### config.mk
export PLATFORM = sky130hd
export DESIGN_NAME = dtg_top
export DESIGN_NICKNAME = d
export VERILOG_FILES = /design/src/rtl/dtg_pkg.sv /design/src/rtl/dtg_tone_osc.sv /design/src/rtl/dtg_sequencer.sv /design/src/rtl/dtg_mixer.sv /design/src/rtl/dtg_top.sv
export SDC_FILE = /design/constraint.sdc
export NUM_CORES = 1
export LEC_CHECK = 0
export BUFFER_PORTS_ARGS = -buffer_cell sky130_fd_sc_hd__buf_2
export CORE_MARGIN = 3
export CORE_UTILIZATION = 57
export DETAILED_ROUTE_END_ITERATION = 16
export HOLD_SLACK_MARGIN = 0.08
export PLACE_DENSITY = 0.75
export SLEW_MARGIN = 20
export SYNTH_ARGS = -nofsm -noshare
export SYNTH_HDL_FRONTEND = slang
export SYNTH_SLANG_ARGS = --single-unit
### constraint.sdc
create_clock -name clk -period 6.29 [get_ports clk]
set_input_delay 1.258 -clock clk [delete_from_list [all_inputs] [get_ports clk]]
set_output_delay 1.258 -clock clk [all_outputs]
set_load 0.05 [all_outputs]
### src/rtl/dtg_pkg.sv
package dtg_pkg;

  localparam int PHASE_W   = 5;
  localparam int LEVEL_W   = 4;
  localparam int DIV_W     = 8;
  localparam int LO_WEIGHT = 4;
  localparam int HI_WEIGHT = 5;
  localparam int SAMPLE_W  = 8;

  typedef enum logic [1:0] {
    SEQ_IDLE = 2'd0,
    SEQ_TONE = 2'd1,
    SEQ_GAP  = 2'd2
  } seq_state_t;

  typedef enum logic [1:0] {
    MIX_BOTH  = 2'b00,
    MIX_LOW   = 2'b01,
    MIX_HIGH  = 2'b10,
    MIX_BOTHB = 2'b11
  } mix_t;

  typedef struct packed {
    logic       valid;
    logic [1:0] row;
    logic [1:0] col;
  } key_pos_t;

  // Keypad code to grid position; codes above 11 are invalid
  function automatic key_pos_t key_lookup(input logic [3:0] code);
    key_pos_t   kp;
    logic [3:0] m;
    m        = code - 4'd1;
    kp.valid = 1'b1;
    kp.row   = 2'd0;
    kp.col   = 2'd0;
    case (code)
      4'd0:    begin kp.row = 2'd3; kp.col = 2'd1; end
      4'd10:   begin kp.row = 2'd3; kp.col = 2'd0; end
      4'd11:   begin kp.row = 2'd3; kp.col = 2'd2; end
      4'd1, 4'd2, 4'd3, 4'd4, 4'd5, 4'd6, 4'd7, 4'd8, 4'd9: begin
        kp.row = 2'(m / 4'd3);
        kp.col = 2'(m % 4'd3);
      end
      default: kp.valid = 1'b0;
    endcase
    return kp;
  endfunction

  // Clocks per sine step for each low-group row
  function automatic logic [DIV_W-1:0] row_divider(input logic [1:0] row);
    case (row)
      2'd0:    return DIV_W'(160);
      2'd1:    return DIV_W'(146);
      2'd2:    return DIV_W'(132);
      default: return DIV_W'(118);
    endcase
  endfunction

  // Clocks per sine step for each high-group column
  function automatic logic [DIV_W-1:0] col_divider(input logic [1:0] col);
    case (col)
      2'd0:    return DIV_W'(92);
      2'd1:    return DIV_W'(84);
      default: return DIV_W'(76);
    endcase
  endfunction

  // Quarter-wave magnitude, floor of 7.5*sin(2*pi*j/32)
  function automatic logic [LEVEL_W-1:0] quarter_mag(input logic [3:0] j);
    case (j)
      4'd0:    return LEVEL_W'(0);
      4'd1:    return LEVEL_W'(1);
      4'd2:    return LEVEL_W'(2);
      4'd3:    return LEVEL_W'(4);
      4'd4:    return LEVEL_W'(5);
      4'd5:    return LEVEL_W'(6);
      4'd6:    return LEVEL_W'(6);
      default: return LEVEL_W'(7);
    endcase
  endfunction

  // Offset-binary sine level for a 32-step phase
  function automatic logic [LEVEL_W-1:0] sine_level(input logic [PHASE_W-1:0] p);
    logic [3:0] off;
    logic [3:0] j;
    logic [LEVEL_W-1:0] q;
    off = p[3:0];
    j   = (off > 4'd8) ? 4'(5'd16 - {1'b0, off}) : off;
    q   = quarter_mag(j);
    return p[PHASE_W-1] ? (LEVEL_W'(7) - q) : (LEVEL_W'(8) + q);
  endfunction

  // Weighted combination of the two group levels
  function automatic logic [SAMPLE_W-1:0] mix_sample(input logic [LEVEL_W-1:0] lo,
                                                     input logic [LEVEL_W-1:0] hi,
                                                     input logic [1:0]         sel);
    logic [SAMPLE_W-1:0] lo_part;
    logic [SAMPLE_W-1:0] hi_part;
    lo_part = SAMPLE_W'(LO_WEIGHT) * SAMPLE_W'(lo);
    hi_part = SAMPLE_W'(HI_WEIGHT) * SAMPLE_W'(hi);
    case (sel)
      MIX_LOW:  return lo_part;
      MIX_HIGH: return hi_part;
      default:  return lo_part + hi_part;
    endcase
  endfunction

endpackage

### src/rtl/dtg_tone_osc.sv
module dtg_tone_osc #(
  parameter bit HIGH_GROUP = 1'b0
) (
  input  logic                         clk,
  input  logic                         rst_n,
  input  logic                         restart,
  input  logic                         run,
  input  logic [1:0]                   sel,
  output logic                         step,
  output logic [dtg_pkg::LEVEL_W-1:0]  level
);
  import dtg_pkg::*;

  logic [DIV_W-1:0]   div;
  logic [DIV_W-1:0]   cnt;
  logic [PHASE_W-1:0] phase;
  logic               wrap;

  generate
    if (HIGH_GROUP) begin : g_high
      assign div = col_divider(sel);
    end else begin : g_low
      assign div = row_divider(sel);
    end
  endgenerate

  assign wrap = (cnt == div - DIV_W'(1));
  assign step = run && wrap;

  always_ff @(posedge clk or negedge rst_n) begin
    if (!rst_n) begin
      cnt   <= '0;
      phase <= '0;
    end else if (restart) begin
      cnt   <= '0;
      phase <= '0;
    end else if (run) begin
      if (wrap) begin
        cnt   <= '0;
        phase <= phase + PHASE_W'(1);
      end else begin
        cnt   <= cnt + DIV_W'(1);
      end
    end
  end

  assign level = sine_level(phase);

endmodule

### src/rtl/dtg_sequencer.sv
module dtg_sequencer #(
  parameter int unsigned TONE_CYC = 311420,
  parameter int unsigned GAP_CYC  = 311420
) (
  input  logic clk,
  input  logic rst_n,
  input  logic accept,
  output logic tone_on,
  output logic busy,
  output logic tone_end,
  output logic gap_end
);
  import dtg_pkg::*;

  localparam int unsigned MAX_CYC = (TONE_CYC > GAP_CYC) ? TONE_CYC : GAP_CYC;
  localparam int CNT_W = $clog2(MAX_CYC + 1);
  localparam logic [CNT_W-1:0] TONE_LAST = CNT_W'(TONE_CYC - 1);
  localparam logic [CNT_W-1:0] GAP_LAST  = CNT_W'(GAP_CYC - 1);

  seq_state_t       state;
  logic [CNT_W-1:0] cnt;

  assign tone_on  = (state == SEQ_TONE);
  assign busy     = (state != SEQ_IDLE);
  assign tone_end = tone_on && (cnt == TONE_LAST);
  assign gap_end  = (state == SEQ_GAP) && (cnt == GAP_LAST);

  always_ff @(posedge clk or negedge rst_n) begin
    if (!rst_n) begin
      state <= SEQ_IDLE;
      cnt   <= '0;
    end else begin
      case (state)
        SEQ_IDLE: begin
          if (accept) begin
            state <= SEQ_TONE;
            cnt   <= '0;
          end
        end
        SEQ_TONE: begin
          if (tone_end) begin
            state <= SEQ_GAP;
            cnt   <= '0;
          end else begin
            cnt   <= cnt + CNT_W'(1);
          end
        end
        SEQ_GAP: begin
          if (gap_end) begin
            state <= SEQ_IDLE;
            cnt   <= '0;
          end else begin
            cnt   <= cnt + CNT_W'(1);
          end
        end
        default: begin
          state <= SEQ_IDLE;
          cnt   <= '0;
        end
      endcase
    end
  end

endmodule

### src/rtl/dtg_mixer.sv
module dtg_mixer (
  input  logic                          active,
  input  logic [1:0]                    sel,
  input  logic [dtg_pkg::LEVEL_W-1:0]   lo_level,
  input  logic [dtg_pkg::LEVEL_W-1:0]   hi_level,
  output logic [dtg_pkg::SAMPLE_W-1:0]  sample
);
  import dtg_pkg::*;

  always_comb begin
    if (active) sample = mix_sample(lo_level, hi_level, sel);
    else        sample = '0;
  end

endmodule

### src/rtl/dtg_top.sv
module dtg_top #(
  parameter int unsigned TONE_CYC = 311420,
  parameter int unsigned GAP_CYC  = 311420
) (
  input  logic                          clk,
  input  logic                          rst_n,
  input  logic                          start,
  input  logic [3:0]                    digit,
  input  logic [1:0]                    tone_sel,
  output logic                          busy,
  output logic                          tone_on,
  output logic [dtg_pkg::SAMPLE_W-1:0]  sample
);
  import dtg_pkg::*;

  localparam int GROUPS = 2;

  key_pos_t           key;
  logic               accept;
  logic               tone_end;
  logic               gap_end;
  logic               lo_step;
  logic               hi_step;
  logic [1:0]         row_q;
  logic [1:0]         col_q;
  logic [1:0]         mix_q;
  logic [1:0]         grp_sel [GROUPS];
  logic               grp_step [GROUPS];
  logic [LEVEL_W-1:0] grp_level [GROUPS];

  assign key    = key_lookup(digit);
  assign accept = start && !busy && key.valid;

  always_ff @(posedge clk or negedge rst_n) begin
    if (!rst_n) begin
      row_q <= '0;
      col_q <= '0;
      mix_q <= MIX_BOTH;
    end else if (accept) begin
      row_q <= key.row;
      col_q <= key.col;
      mix_q <= tone_sel;
    end
  end

  assign grp_sel[0] = row_q;
  assign grp_sel[1] = col_q;

  generate
    for (genvar g = 0; g < GROUPS; g++) begin : g_osc
      dtg_tone_osc #(.HIGH_GROUP(g == 1)) u_osc (
        .clk     (clk),
        .rst_n   (rst_n),
        .restart (accept),
        .run     (tone_on),
        .sel     (grp_sel[g]),
        .step    (grp_step[g]),
        .level   (grp_level[g])
      );
    end
  endgenerate

  assign lo_step = grp_step[0];
  assign hi_step = grp_step[1];

  dtg_sequencer #(.TONE_CYC(TONE_CYC), .GAP_CYC(GAP_CYC)) u_seq (
    .clk      (clk),
    .rst_n    (rst_n),
    .accept   (accept),
    .tone_on  (tone_on),
    .busy     (busy),
    .tone_end (tone_end),
    .gap_end  (gap_end)
  );

  dtg_mixer u_mix (
    .active   (tone_on),
    .sel      (mix_q),
    .lo_level (grp_level[0]),
    .hi_level (grp_level[1]),
    .sample   (sample)
  );

endmodule

# Yosys cells after proc, flatten, opt, wreduce, memory -nomap -nowiden
# Index checks and enable logic that the tools add are counted.
dict set report word_totals {
  register_bits 53
  inputBits 9
}
dict set report op_classes {
  muxes 32
  n_mul 1
  n_div 2
  reduce_logical 22
  addsub 15
  n_eq_ne 36
  n_lt_le_gt_ge 2
}
# cell count
set ops {}
lappend ops {{two-way mux 19 bit} 3}
lappend ops {{one-hot mux 19 bit (3 select lines)} 1}
lappend ops {{two-way mux 8 bit} 7}
lappend ops {{== test 4 x 3 -> 1 bit (second input constant)} 10}
lappend ops {{one-hot mux 3 bit (6 select lines)} 2}
lappend ops {{two-way mux 5 bit} 6}
lappend ops {{== test 4 x 2 -> 1 bit (second input constant)} 6}
lappend ops {{one-hot mux 8 bit (3 select lines)} 1}
lappend ops {{adder 19 x 1 -> 19 bit (second input constant)} 1}
lappend ops {{== test 19 bit (second input constant)} 1}
lappend ops {{adder 8 x 1 -> 8 bit (second input constant)} 2}
lappend ops {{== test 4 bit (second input constant)} 4}
lappend ops {{== test 8 bit} 2}
lappend ops {{two-way mux 4 bit} 4}
lappend ops {{one-hot mux 4 bit (4 select lines)} 1}
lappend ops {{one-hot mux 8 bit (2 select lines)} 1}
lappend ops {{== test 4 x 1 -> 1 bit (second input constant)} 3}
lappend ops {{logical NOT 4 bit} 3}
lappend ops {{OR reduction 12 bit} 1}
lappend ops {{adder 5 x 1 -> 5 bit (second input constant)} 2}
lappend ops {{one-hot mux 5 bit (2 select lines)} 1}
lappend ops {{OR reduction 9 bit} 1}
lappend ops {{adder 4 x 3 -> 4 bit (first input constant)} 2}
lappend ops {{adder 6 x 7 -> 8 bit} 1}
lappend ops {{22 further kinds} 44}

# Longest topological paths before layout
# Gate-level depths: netlist of the first run.
dict set report logic_depth {
  word_depth 11
  mapped_depth 19
}

# Hierarchy
# From an unflattened synthesis of the first run, not the netlist that was laid out.
dict set report unflattened {
  cells_unflattened 530
  hier_area_um2 4469.3
}
# mod instances seq_area_each_um2 area_per_inst_um2 cells_per_inst
set by_module_without_submodules {}
lappend by_module_without_submodules {dtg_sequencer 1 525.5 1335.0 153}
lappend by_module_without_submodules {{dtg_tone_osc (g_osc[0].u_osc)} 1 325.3 1033.5 126}
lappend by_module_without_submodules {{dtg_tone_osc (g_osc[1].u_osc)} 1 325.3 982.2 114}
lappend by_module_without_submodules {dtg_top 1 150.1 719.4 85}
lappend by_module_without_submodules {dtg_mixer 1 0.0 399.1 52}

# Worst setup path before layout of the first run
# OpenSTA, ideal clock, no wires.
dict set report synth_path {
  path_kind {register -> output}
  from {reg g_osc[1].u_osc.phase[0]}
  to {out sample[6] in the netlist's numbering}
  path_stages_with_launch 19
  slack_ns 0.844
  t_arrival_ns 4.188
  n_path_buf 0
  cell_sequence {dfrtp_1 inv_1 ha_1 a22o_1 a22o_1 o21bai_1 nand2b_1 xnor2_1 ha_1 ha_1 inv_1 fa_1 inv_1 ha_1 a21o_1 a21oi_1 xnor2_1 a21oi_1 nor2b_1}
}
dict set report synth_between {
  elab_chain_len 11
}
# item line_no
set synth_rtl {}
lappend synth_rtl {{from (decl)} dtg_tone_osc.sv:16} ;# logic [PHASE_W-1:0] phase;
lappend synth_rtl {{from (signal assigned)} dtg_tone_osc.sv:40} ;# phase <= phase + PHASE_W'(1);
lappend synth_rtl {{subtractor 1 x 4 -> 4 bit or > comparator 4 bit (tied branches)} dtg_pkg.sv:89} ;# j = (off > 4'd8) ? 4'(5'd16 - {1'b0, off}) : off;
lappend synth_rtl {{two-way mux 4 bit (*)} dtg_pkg.sv:89}
lappend synth_rtl {{== test 4 x 3 -> 1 bit} dtg_pkg.sv:71} ;# case (j)
lappend synth_rtl {{OR reduction 2 bit (no source line)} --}
lappend synth_rtl {{one-hot mux 3 bit (6 select lines) (*)} dtg_pkg.sv:71}
lappend synth_rtl {{adder 4 x 3 -> 4 bit or subtractor 3 x 3 -> 4 bit (tied branches)} dtg_pkg.sv:91} ;# return p[PHASE_W-1] ? (LEVEL_W'(7) - q) : (LEVEL_W'(8) + q);
lappend synth_rtl {{two-way mux 4 bit (*)} dtg_pkg.sv:91}
lappend synth_rtl {{multiplier 3 x 4 -> 7 bit (*)} dtg_pkg.sv:101} ;# hi_part = SAMPLE_W'(HI_WEIGHT) * SAMPLE_W'(hi);
lappend synth_rtl {{adder 6 x 7 -> 8 bit} dtg_pkg.sv:105} ;# default: return lo_part + hi_part;
lappend synth_rtl {{one-hot mux 8 bit (2 select lines) (*)} dtg_pkg.sv:102} ;# case (sel)
lappend synth_rtl {{two-way mux 8 bit (*)} dtg_mixer.sv:11} ;# if (active) sample = mix_sample(lo_level, hi_level, sel);
lappend synth_rtl {{to (decl)} dtg_top.sv:12} ;# output logic [dtg_pkg::SAMPLE_W-1:0] sample
# Every way passes the cells marked *; elsewhere a longest branch is shown, timed or not.

# Worst setup path in the final report of the first run
# Same ends and word-level chain as after synthesis.

==> flow_summary.toml, run 1 <==
[status]
status = "finished clean"

[setup_path]
crit_family = "adder cells"
setup.worst_path.start_class = "flip-flop"
cp_num_buf_inv = 4
required_ns = 5.03
worstSetupPathType = "flip-flop to primary output"
crit_top_cell = "ha_1"
cp_cell_sequence = "inv_1 > ha_1 > a22o_1 > a22o_1 > o21bai_1 > nand2b_1 > xnor2_1 > ha_1 > ha_1 > inv_1 > fa_1 > inv_1 > ha_1 > a21o_1 > a21oi_1 > xnor2_1 > a21oi_1 > nor2b_1 > buf_2"
cpMaxStageDelayCell = "dfrtp_1"
endpoint_kind = "primary output"
arrival_ns = 4.49
crit_path_max_incr_delay_ns = 0.47
cp_max_fo = 8

[logic_synthesis]
netlist.area_leader.share_pct = 31.5
synth_area_sq_mm = 0.00421
syn_avg_cell_area_sq_um = 8.36
synth_seq_area_share_pct = 31.5
synth-seq-cells = 53
yosys_warnings = 0
async_flop_share_pct = 100
ys_types = 62
synthFlopType = "dfrtp_1"
synth_nets = 551
synthTopCellsByArea = "dfrtp_1 (32%), ha_1 (11%), xnor2_1 (5.4%), nor2_1 (4.5%), o21ai_0 (4.3%)"
yosys.area.top_type = "dfrtp_1"
syn_inst = 503
synth_edf_count = 0

[detailed_routing]
drt_iter0_markers = 172
wire_per_inst_um = 13.6
avgViaCountPerCell = 5.75
ant_nets = 0
finalWirelength_mm = 8.27
firstDrtPassIters = 4
drcViolationCount = 0
vias = 3498

[clock_tree]
clk_path_buf_depth = 2
post-cts-setup-buffers = 0
clk_pin_slew_worst_paths_ns = 0.09
cts_sinks = 53
clk_latency_ns = 0.30
htreeDepth = 2
clockRootBuffer = "clkbuf_8"
cts_buffers = 5
cts_tree = "yes"
cts_hold_buf = 0
cts_resized = 0

[floorplanning]
std_cell_rows = 30
die_w_um = 91.9
start_util_pct = 60.3
core_area_sq_mm = 0.00698
ios = 19
die_area_sq_mm = 0.00845
die_h_um = 91.9

[place]
place.gp.congestion = 0.838
io_buffer_count = 18
dp_cells = 600
place_area_sq_mm = 0.00435
dp_hpwl_mm = 6.15

[pwr]
peakVddDrop_v = 0.000240
p_leak_nw = 2.00
p_per_area_mw_per_mm2 = 396
fin_total_pwr_mw = 1.76

[timing]
min_period_ns = 5.75
period_share_pct = 91.4
final.setup.tns_ns = 0
finalHoldViolCount = 0
max_slew_margin_pct = 23.1
hold_slack_ns = 0.524
timing.fmax_ghz = 0.174
tightestPinTransition_ns = 1.15
rsz0062_at_grt = "no"
setup_violations = 0
finClkSkew_ns = 0.0122
slew_viol_final = 0

[grt]
grt_pass1_vias = 3310
grt_max_degree = 54
grt_usage_pct = 20.3
overflow = 0
antenna_found_initial = 0
grt_pass1_wl_mm = 14.6

[cells_and_area]
fin_nets = 559
layout-drive-gt1-share_pct = 6.45
layout.cells.non_filler = 608
areaGrowthSynthToFinish_pct = 5.35
n_antenna_cell = 0
design_area_sq_mm = 0.00443

[job]
drv_cap = 0

[worst_hold_path]
hold_class = "flip-flop to flip-flop"
-- cells in the mapped netlist (3+ instances only) --
| master | count |
|---|---|
| nor4_1 | 4 |
| a21oi_1 | 18 |
| inv_1 | 32 |
| nand4_1 | 9 |
| and2_1 | 6 |
| clkbuf_1 | 14 |
| or4_1 | 5 |
| a31oi_1 | 5 |
| nor3_1 | 10 |
| o21ai_0 | 36 |
| xnor2_1 | 26 |
| and3_1 | 12 |
| ha_1 | 37 |
| nand3_1 | 22 |
| a211oi_1 | 3 |
| o22ai_1 | 5 |
| buf_4 | 3 |
| nand2_1 | 42 |
| xor2_1 | 16 |
| or3_1 | 4 |
| nor2_1 | 50 |
| nand3b_1 | 6 |
| dfrtp_1 | 53 |
| o21bai_1 | 3 |
| a21boi_0 | 3 |
| nand2b_1 | 12 |
| a22oi_1 | 5 |
| nor4bb_1 | 3 |
| a22o_1 | 4 |
| nor2b_1 | 9 |
| a21o_1 | 7 |
-- registers in the layout (all words and copies together) (netlist names) --
signal	cells
g_osc.u_osc.cnt	16
u_seq.state	2
col_q	2
row_q	2
u_seq.cnt	19
mix_q	2
g_osc.u_osc.phase	10
-- tightest hold or removal path, cell delays in order (launching register included) --
cell,delay (ns)
dfrtp_1,0.37
nand2_1,0.06
o21ai_0,0.06
-- path summary, 6_finish.rpt --
check                                              from                     to  slack [ns]  cells past startpoint
worst min register to register             u_seq.cnt[1]           u_seq.cnt[1]        0.52                      2
worst max-delay path            g_osc[1].u_osc.phase[0]              sample[6]        0.54                     19
worst min-delay path                       u_seq.cnt[1]           u_seq.cnt[1]        0.52                      2
min in group asynchronous                         rst_n  g_osc[0].u_osc.cnt[3]        1.06                      2
max in group asynchronous                         rst_n  g_osc[1].u_osc.cnt[3]        4.81                      2
worst max register to register             u_seq.cnt[9]           u_seq.cnt[9]        3.25                      6
-- metrics by stage --
stage,setup slack (ns),util [%]
after floorplan,0.844,-
after global placement,1.06,62.3
after detailed placement,0.863,62.3
after CTS,0.519,63.5
after global routing,0.209,63.5
final,0.541,63.5
-- cell type report --
type / count / area [sq um]
well taps: 96 / 120
fillers: 632 / 2550
inverters: 33 / 124
repair buffers: 20 / 105
multi-input cells: 398 / 2670
flip-flops and latches: 53 / 1330
clock buffers: 7 / 76.3
clock inverters: 1 / 7.51
-- placed cells by master (no fill, tap or decap), types with 6 or more instances in the layout --
cell type and count:
nand2b_1 12, dfrtp_1 53, nand3_1 22, nand4_1 9, xor2_1 16, nor3_1 10, nor2b_1 9, nor2_1 50
inv_1 32, and3_1 12, a21o_1 7, ha_1 37, and2_1 6, o21ai_0 36, a21oi_1 18, nand3b_1 6
xnor2_1 26, buf_2 18, nand2_1 42
-- layer usage --
metal / GRT usage (%) / part of all wire (%)
met1: 27.1 / 47
met2: 34.4 / 48
met3: 2.71 / 3.6
met4: 6.19 / 1.4
met5: 0 / 0
-- cell families (layout without fill, tap and decap cells) --
logic type | Yosys count | count (layout) | synth area share (%)
AOI/OAI and AO/OA | 112 | 112 | 17.4
xor gates and xnor gates | 42 | 42 | 8.74
adders and majority gates | 39 | 39 | 12.0
buffers and inverters | 52 | 61 | 4.94
DFF | 53 | 53 | 31.5
muxes | 4 | 4 | 1.01
and+or+nand+nor | 201 | 201 | 24.4
-- power breakdown --
| part | total, mW | internal [mW] | switching [mW] |
|---|---|---|---|
| Sequential | 0.467 | 0.400 | 0.0673 |
| Clock | 0.185 | 0.0789 | 0.106 |
| Combinational | 1.10 | 0.401 | 0.704 |
| Total | 1.76 | 0.880 | 0.877 |
Note: power is estimated with default switching activity, not from simulation.
==> inputs of run 2 (changes only) <==
- PLACE_DENSITY: 0.75 -> 0.83
==> run 2 against run 1 <==
Against the previous run:
- combinational power hardly changed
- worst hold slack improved by 0.0015 ns
- register-to-register slack gained 0.02 ns
- critical path type unchanged
- highest routed layer unchanged
==> flow_summary.toml, run 2 (synthesized netlist as in run 1, its figures left out) <==
[detailed_routing]
drt_iter0_markers = 244
ant_nets = 0
finalWirelength_mm = 8.42
drcViolationCount = 0
firstDrtPassIters = 4
vias = 3559
avgViaCountPerCell = 5.85
wire_per_inst_um = 13.8

[grt]
overflow = 0
antenna_found_initial = 0
use_met1_pct = 28.1
grt_pass1_vias = 3421
met2_usage_pct = 36.8
top_usage_layer = "met2"
grt_max_degree = 54
grt_use_met3_pct = 2.54
grt_usage_pct = 21.2
grt_pass1_wl_mm = 15.1

[pwr]
p_per_area_mw_per_mm2 = 401
fin_total_pwr_mw = 1.79
peakVddDrop_v = 0.000201
p_leak_nw = 2.01

[floorplanning]
std_cell_rows = 30
die_h_um = 91.9
start_util_pct = 60.3
die_w_um = 91.9
die_area_sq_mm = 0.00845
ios = 19
core_area_sq_mm = 0.00698

[setup_path]
endpoint_kind = "primary output"
arrival_ns = 4.60
cp_max_fo = 8
setup.worst_path.start_class = "flip-flop"
required_ns = 5.03
worstSetupPathType = "flip-flop to primary output"

[cells_and_area]
areaGrowthSynthToFinish_pct = 5.80
regMostFlops = "u_seq.cnt"
layout-drive-gt1-share_pct = 7.03
largest_reg_flops = 19
final_common_cell = "dfrtp_1"
top_regs = "u_seq.cnt x19, g_osc.u_osc.cnt x16, g_osc.u_osc.phase x10"
n_fill_cell = 598
final_cell_mix = "dfrtp_1 (53), nor2_1 (50), nand2_1 (42)"
n_antenna_cell = 0
fin_nets = 560

[clock_tree]
clk_latency_ns = 0.30
cts_tree = "yes"
cts_sinks = 53
clk_pin_slew_worst_paths_ns = 0.09
cts_hold_buf = 0
clockRootBuffer = "clkbuf_8"
cts_buffers = 5
clk_path_buf_depth = 2
cts_resized = 0
post-cts-setup-buffers = 0
htreeDepth = 2

[timing]
final.setup.tns_ns = 0
min_period_ns = 5.86
rsz0062_at_grt = "no"
period_share_pct = 93.1
tightestPinTransition_ns = 0.702
slew_viol_final = 0
finalHoldViolCount = 0
finClkSkew_ns = 0.00798
timing.fmax_ghz = 0.171
setup_violations = 0
max_slew_margin_pct = 53.1

[place]
io_buffer_count = 18
dp_hpwl_mm = 6.25
place.gp.congestion = 0.857

[worst_hold_path]
hold_class = "flip-flop to flip-flop"

[status]
status = "finished clean"

[job]
drv_cap = 0
run 2: cell count changes in the layout (fill, tap and decap cells not counted), sizes merged:
cell,change
clkbuf,-1
buf,+1
run 2: critical path: stages, from the launching register on:
cell	delay, ns
dfrtp_1	0.49
inv_1	0.14
ha_1	0.30
nor2b_1	0.17
o21ai_0	0.22
nand3_1	0.13
o21ba_2	0.22
o22ai_1	0.13
ha_1	0.28
xor2_1	0.16
ha_1	0.19
inv_1	0.05
fa_1	0.47
inv_1	0.06
ha_1	0.32
a21o_1	0.17
a21oi_1	0.17
xnor2_1	0.15
a21oi_1	0.09
nor2b_1	0.13
buf_2	0.27
run 2: power breakdown:
part           internal [mW]  switching [mW]  total, mW  leakage [nW]
registers              0.400          0.0696      0.470         0.713
clock network         0.0872           0.107      0.195        0.0433
logic                  0.406           0.716       1.12          1.25
run 2: area by class of cell:
| cell class | count | area (sq um) | area share, % |
|---|---|---|---|
| inverter | 33 | 124 | 2.78 |
| tap | 96 | 120 | 2.70 |
| timing repair buffer | 21 | 113 | 2.53 |
| sequential | 53 | 1330 | 29.8 |
| clock buffer | 6 | 82.6 | 1.86 |
| clock inverter | 1 | 7.51 | 0.169 |
| multi-input combinational | 398 | 2680 | 60.2 |
run 2: layer usage:
| layer | vias to the layer above | routed length [um] |
|---|---|---|
| met3 | 8 | 292 |
| met2 | 87 | 4140 |
| met5 | - | 0 |
| met4 | 0 | 80 |
| li1 | 1798 | - |
| met1 | 1666 | 3910 |
run 2: path summary, 6_finish.rpt:
path / slack (ns) / startpoint / endpoint / depth (start not counted)
setup / recovery: 0.43 / g_osc[1].u_osc.phase[0] / sample[6] / 20
min in group asynchronous: 1.05 / rst_n / g_osc[0].u_osc.cnt[3] / 2
hold reg to reg: 0.52 / u_seq.cnt[0] / u_seq.cnt[0] / 1
max in group asynchronous: 4.78 / rst_n / row_q[0] / 2
setup reg to reg: 3.27 / u_seq.cnt[9] / u_seq.cnt[10] / 6
hold / removal: 0.52 / u_seq.cnt[0] / u_seq.cnt[0] / 1
run 2: through the flow:
step / util (%) / cells / hold slack, ns / instance area [sq um] / worst slack, ns
2_1_floorplan: - / 503 / 0.468 / 4210 / 0.844
3_3_place_gp: 62.4 / 601 / 0.483 / 4360 / 1.06
3_5_place_dp: 62.4 / 601 / 0.511 / 4360 / 0.796
4_1_cts: 63.7 / 608 / 0.522 / 4450 / 0.454
6_report: 63.7 / 608 / 0.525 / 4450 / 0.432
5_1_grt: 63.7 / 608 / 0.566 / 4450 / 0.0763
==> inputs of run 3 (changes only) <==
- ABC_CLOCK_PERIOD_IN_PS: unset -> 6290
- SYNTH_HIERARCHICAL: unset -> 1
==> run 3 against run 2 <==
Against the previous run:
- critical path depth shrank 3
- worst setup slack improved by 0.16 ns
- fmax up 2.8%
- area after synthesis up 5.9%
- synthesized cell count rose by 4.8%
- register-to-register slack improved by 0.17 ns
- worst hold slack improved by 0.026 ns
- flip-flop and latch count unchanged
- combinational power decreased by 20%
- critical endpoint unchanged
==> flow_summary.toml, run 3 <==
[status]
status = "finished clean"

[timing]
rsz0062_at_grt = "no"
max_slew_margin_pct = 49.5
finalHoldViolCount = 0
slew_viol_final = 0
setup_violations = 0
period_share_pct = 90.6
min_period_ns = 5.70
finClkSkew_ns = 0.0109
timing.fmax_ghz = 0.176
tightestPinTransition_ns = 0.757
final.setup.tns_ns = 0
hold_slack_ns = 0.551

[worst_hold_path]
hold_class = "flip-flop to flip-flop"
hp-start = "u_seq/cnt[1]"
holdPathStages = 2

[detailed_routing]
wire_per_inst_um = 14.7
firstDrtPassIters = 5
drcViolationCount = 0
avgViaCountPerCell = 6.16
ant_nets = 0
finalWirelength_mm = 9.37
drt_iter0_markers = 172
vias = 3919

[pwr]
p_leak_nw = 2.03
peakVddDrop_v = 0.000149
p_per_area_mw_per_mm2 = 348

[grt]
grt_usage_pct = 21.7
grt_max_degree = 54
grt_pass1_vias = 3629
overflow = 0
antenna_found_initial = 0
grt_pass1_wl_mm = 15.9

[cells_and_area]
fin_nets = 585
layout-drive-gt1-share_pct = 11.2
top_regs = "u_seq/cnt x19, g_osc.u_osc/cnt x16, g_osc.u_osc/phase x10"
regMostFlops = "u_seq/cnt"
largest_reg_flops = 19
final_common_cell = "nand2_1"
areaGrowthSynthToFinish_pct = 5.70
n_antenna_cell = 0
final_cell_mix = "nand2_1 (59), dfrtp_1 (53), nor2_1 (40)"

[clock_tree]
htreeDepth = 2
cts_buffers = 5
clockRootBuffer = "clkbuf_8"
clk_pin_slew_worst_paths_ns = 0.10
clk_path_buf_depth = 2
cts_resized = 0
clk_latency_ns = 0.31
cts_tree = "yes"
post-cts-setup-buffers = 0
cts_sinks = 53
cts_hold_buf = 0

[floorplanning]
die_w_um = 94.4
die_area_sq_mm = 0.00891
std_cell_rows = 31
ios = 19
core_area_sq_mm = 0.00741
start_util_pct = 60.1
die_h_um = 94.4

[setup_path]
cp_max_fo = 9
setup.worst_path.start_class = "flip-flop"
worstSetupPathType = "flip-flop to primary output"
crit_top_cell = "ha_1"
r2r_start = "u_seq/state[1]"
required_ns = 5.03
endpoint_kind = "primary output"
cpMaxStageDelayCell = "dfrtp_1"
reg2reg_depth = 7
arrival_ns = 4.44
crit_path_start = "g_osc[1].u_osc/phase[0]"
crit_path_max_incr_delay_ns = 0.48
cp_cell_sequence = "inv_1 > ha_1 > nand2b_1 > a2bb2oi_1 > nand4bb_1 > o21bai_1 > xnor2_1 > ha_1 > ha_1 > fa_1 > xor2_1 > ha_1 > a21oi_1 > nand2_1 > and3_1 > o21a_1 > buf_2"

[logic_synthesis]
yosys_warnings = 6
synth_nets = 576
synth_area_sq_mm = 0.00445
syn_inst = 527
syn_avg_cell_area_sq_um = 8.45

[place]
io_buffer_count = 18
dp_hpwl_mm = 6.86
place.gp.congestion = 0.876

[job]
drv_cap = 0
==> run 3: cell count changes in the layout (fill, tap and decap cells not counted), moves of 6 or more <==
cell	before	now
a21oi_1	18	28
and3_1	12	4
nand2_1	42	59
nand3_1	22	34
nor2_1	50	40
nor2b_1	9	3
o21ai_0	36	28
o311ai_0	1	9
or4_1	5	11
xnor2_1	26	20
==> run 3: critical path, delay by kind of cell (launching register included) <==
| kind | cells | cell delay [ns] |
|---|---|---|
| fa+ha+maj | 5 | 1.53 |
| compound gates | 4 | 0.80 |
| simple gates | 4 | 0.59 |
| flops | 1 | 0.48 |
| xor+xnor | 2 | 0.39 |
| buf+inv | 2 | 0.33 |
==> run 3: power by group <==
part	switching, mW	internal (mW)	total [mW]
sequential	0.0928	0.411	0.504
clock	0.112	0.120	0.231
combinational	0.584	0.317	0.901
total	0.789	0.848	1.64
==> run 3: cell type report <==
cell class / instances / area (sq um)
Inverter: 36 / 135
Clock inverter: 2 / 38.8
Multi-Input combinational cell: 419 / 2900
Sequential cell: 53 / 1330
Tap cell: 99 / 124
Fill cell: 627 / 2700
Timing Repair Buffer: 21 / 113
Clock buffer: 6 / 72.6
==> run 3: routing by layer <==
metal  global-route usage [%]  vias to the layer above  part of all wire (%)
met2                     38.6                       89                    51
met1                     26.9                     1900                    44
li1                         -                     1918                     -
met3                     3.19                       12                   3.6
met5                        0                        -                     0
met4                     7.46                        0                   1.4
==> run 3: worst paths after layout <==
check                                          endpoint  slack [ns]
worst max-delay path                          sample[6]        0.59
worst min-delay path                       u_seq/cnt[1]        0.55
worst max register to register             u_seq/cnt[5]        3.44
worst min register to register             u_seq/cnt[1]        0.55
max in group asynchronous                 u_seq/cnt[17]        4.79
min in group asynchronous       g_osc[1].u_osc/phase[0]        1.05
==> run 3: metrics by stage <==
| step | setup slack (ns) | area, sq um | instances | util (%) | power (mW) |
|---|---|---|---|---|---|
| floorplan | 0.757 | 4450 | 527 | - | 1.21 |
| global placement | 1.13 | 4600 | 628 | 62.0 | 1.35 |
| detailed placement | 0.958 | 4600 | 628 | 62.0 | 1.40 |
| CTS | 0.596 | 4710 | 636 | 63.5 | 1.64 |
| global route | 0.294 | 4710 | 636 | 63.5 | 1.76 |
| finish | 0.593 | 4710 | 636 | 63.5 | 1.64 |
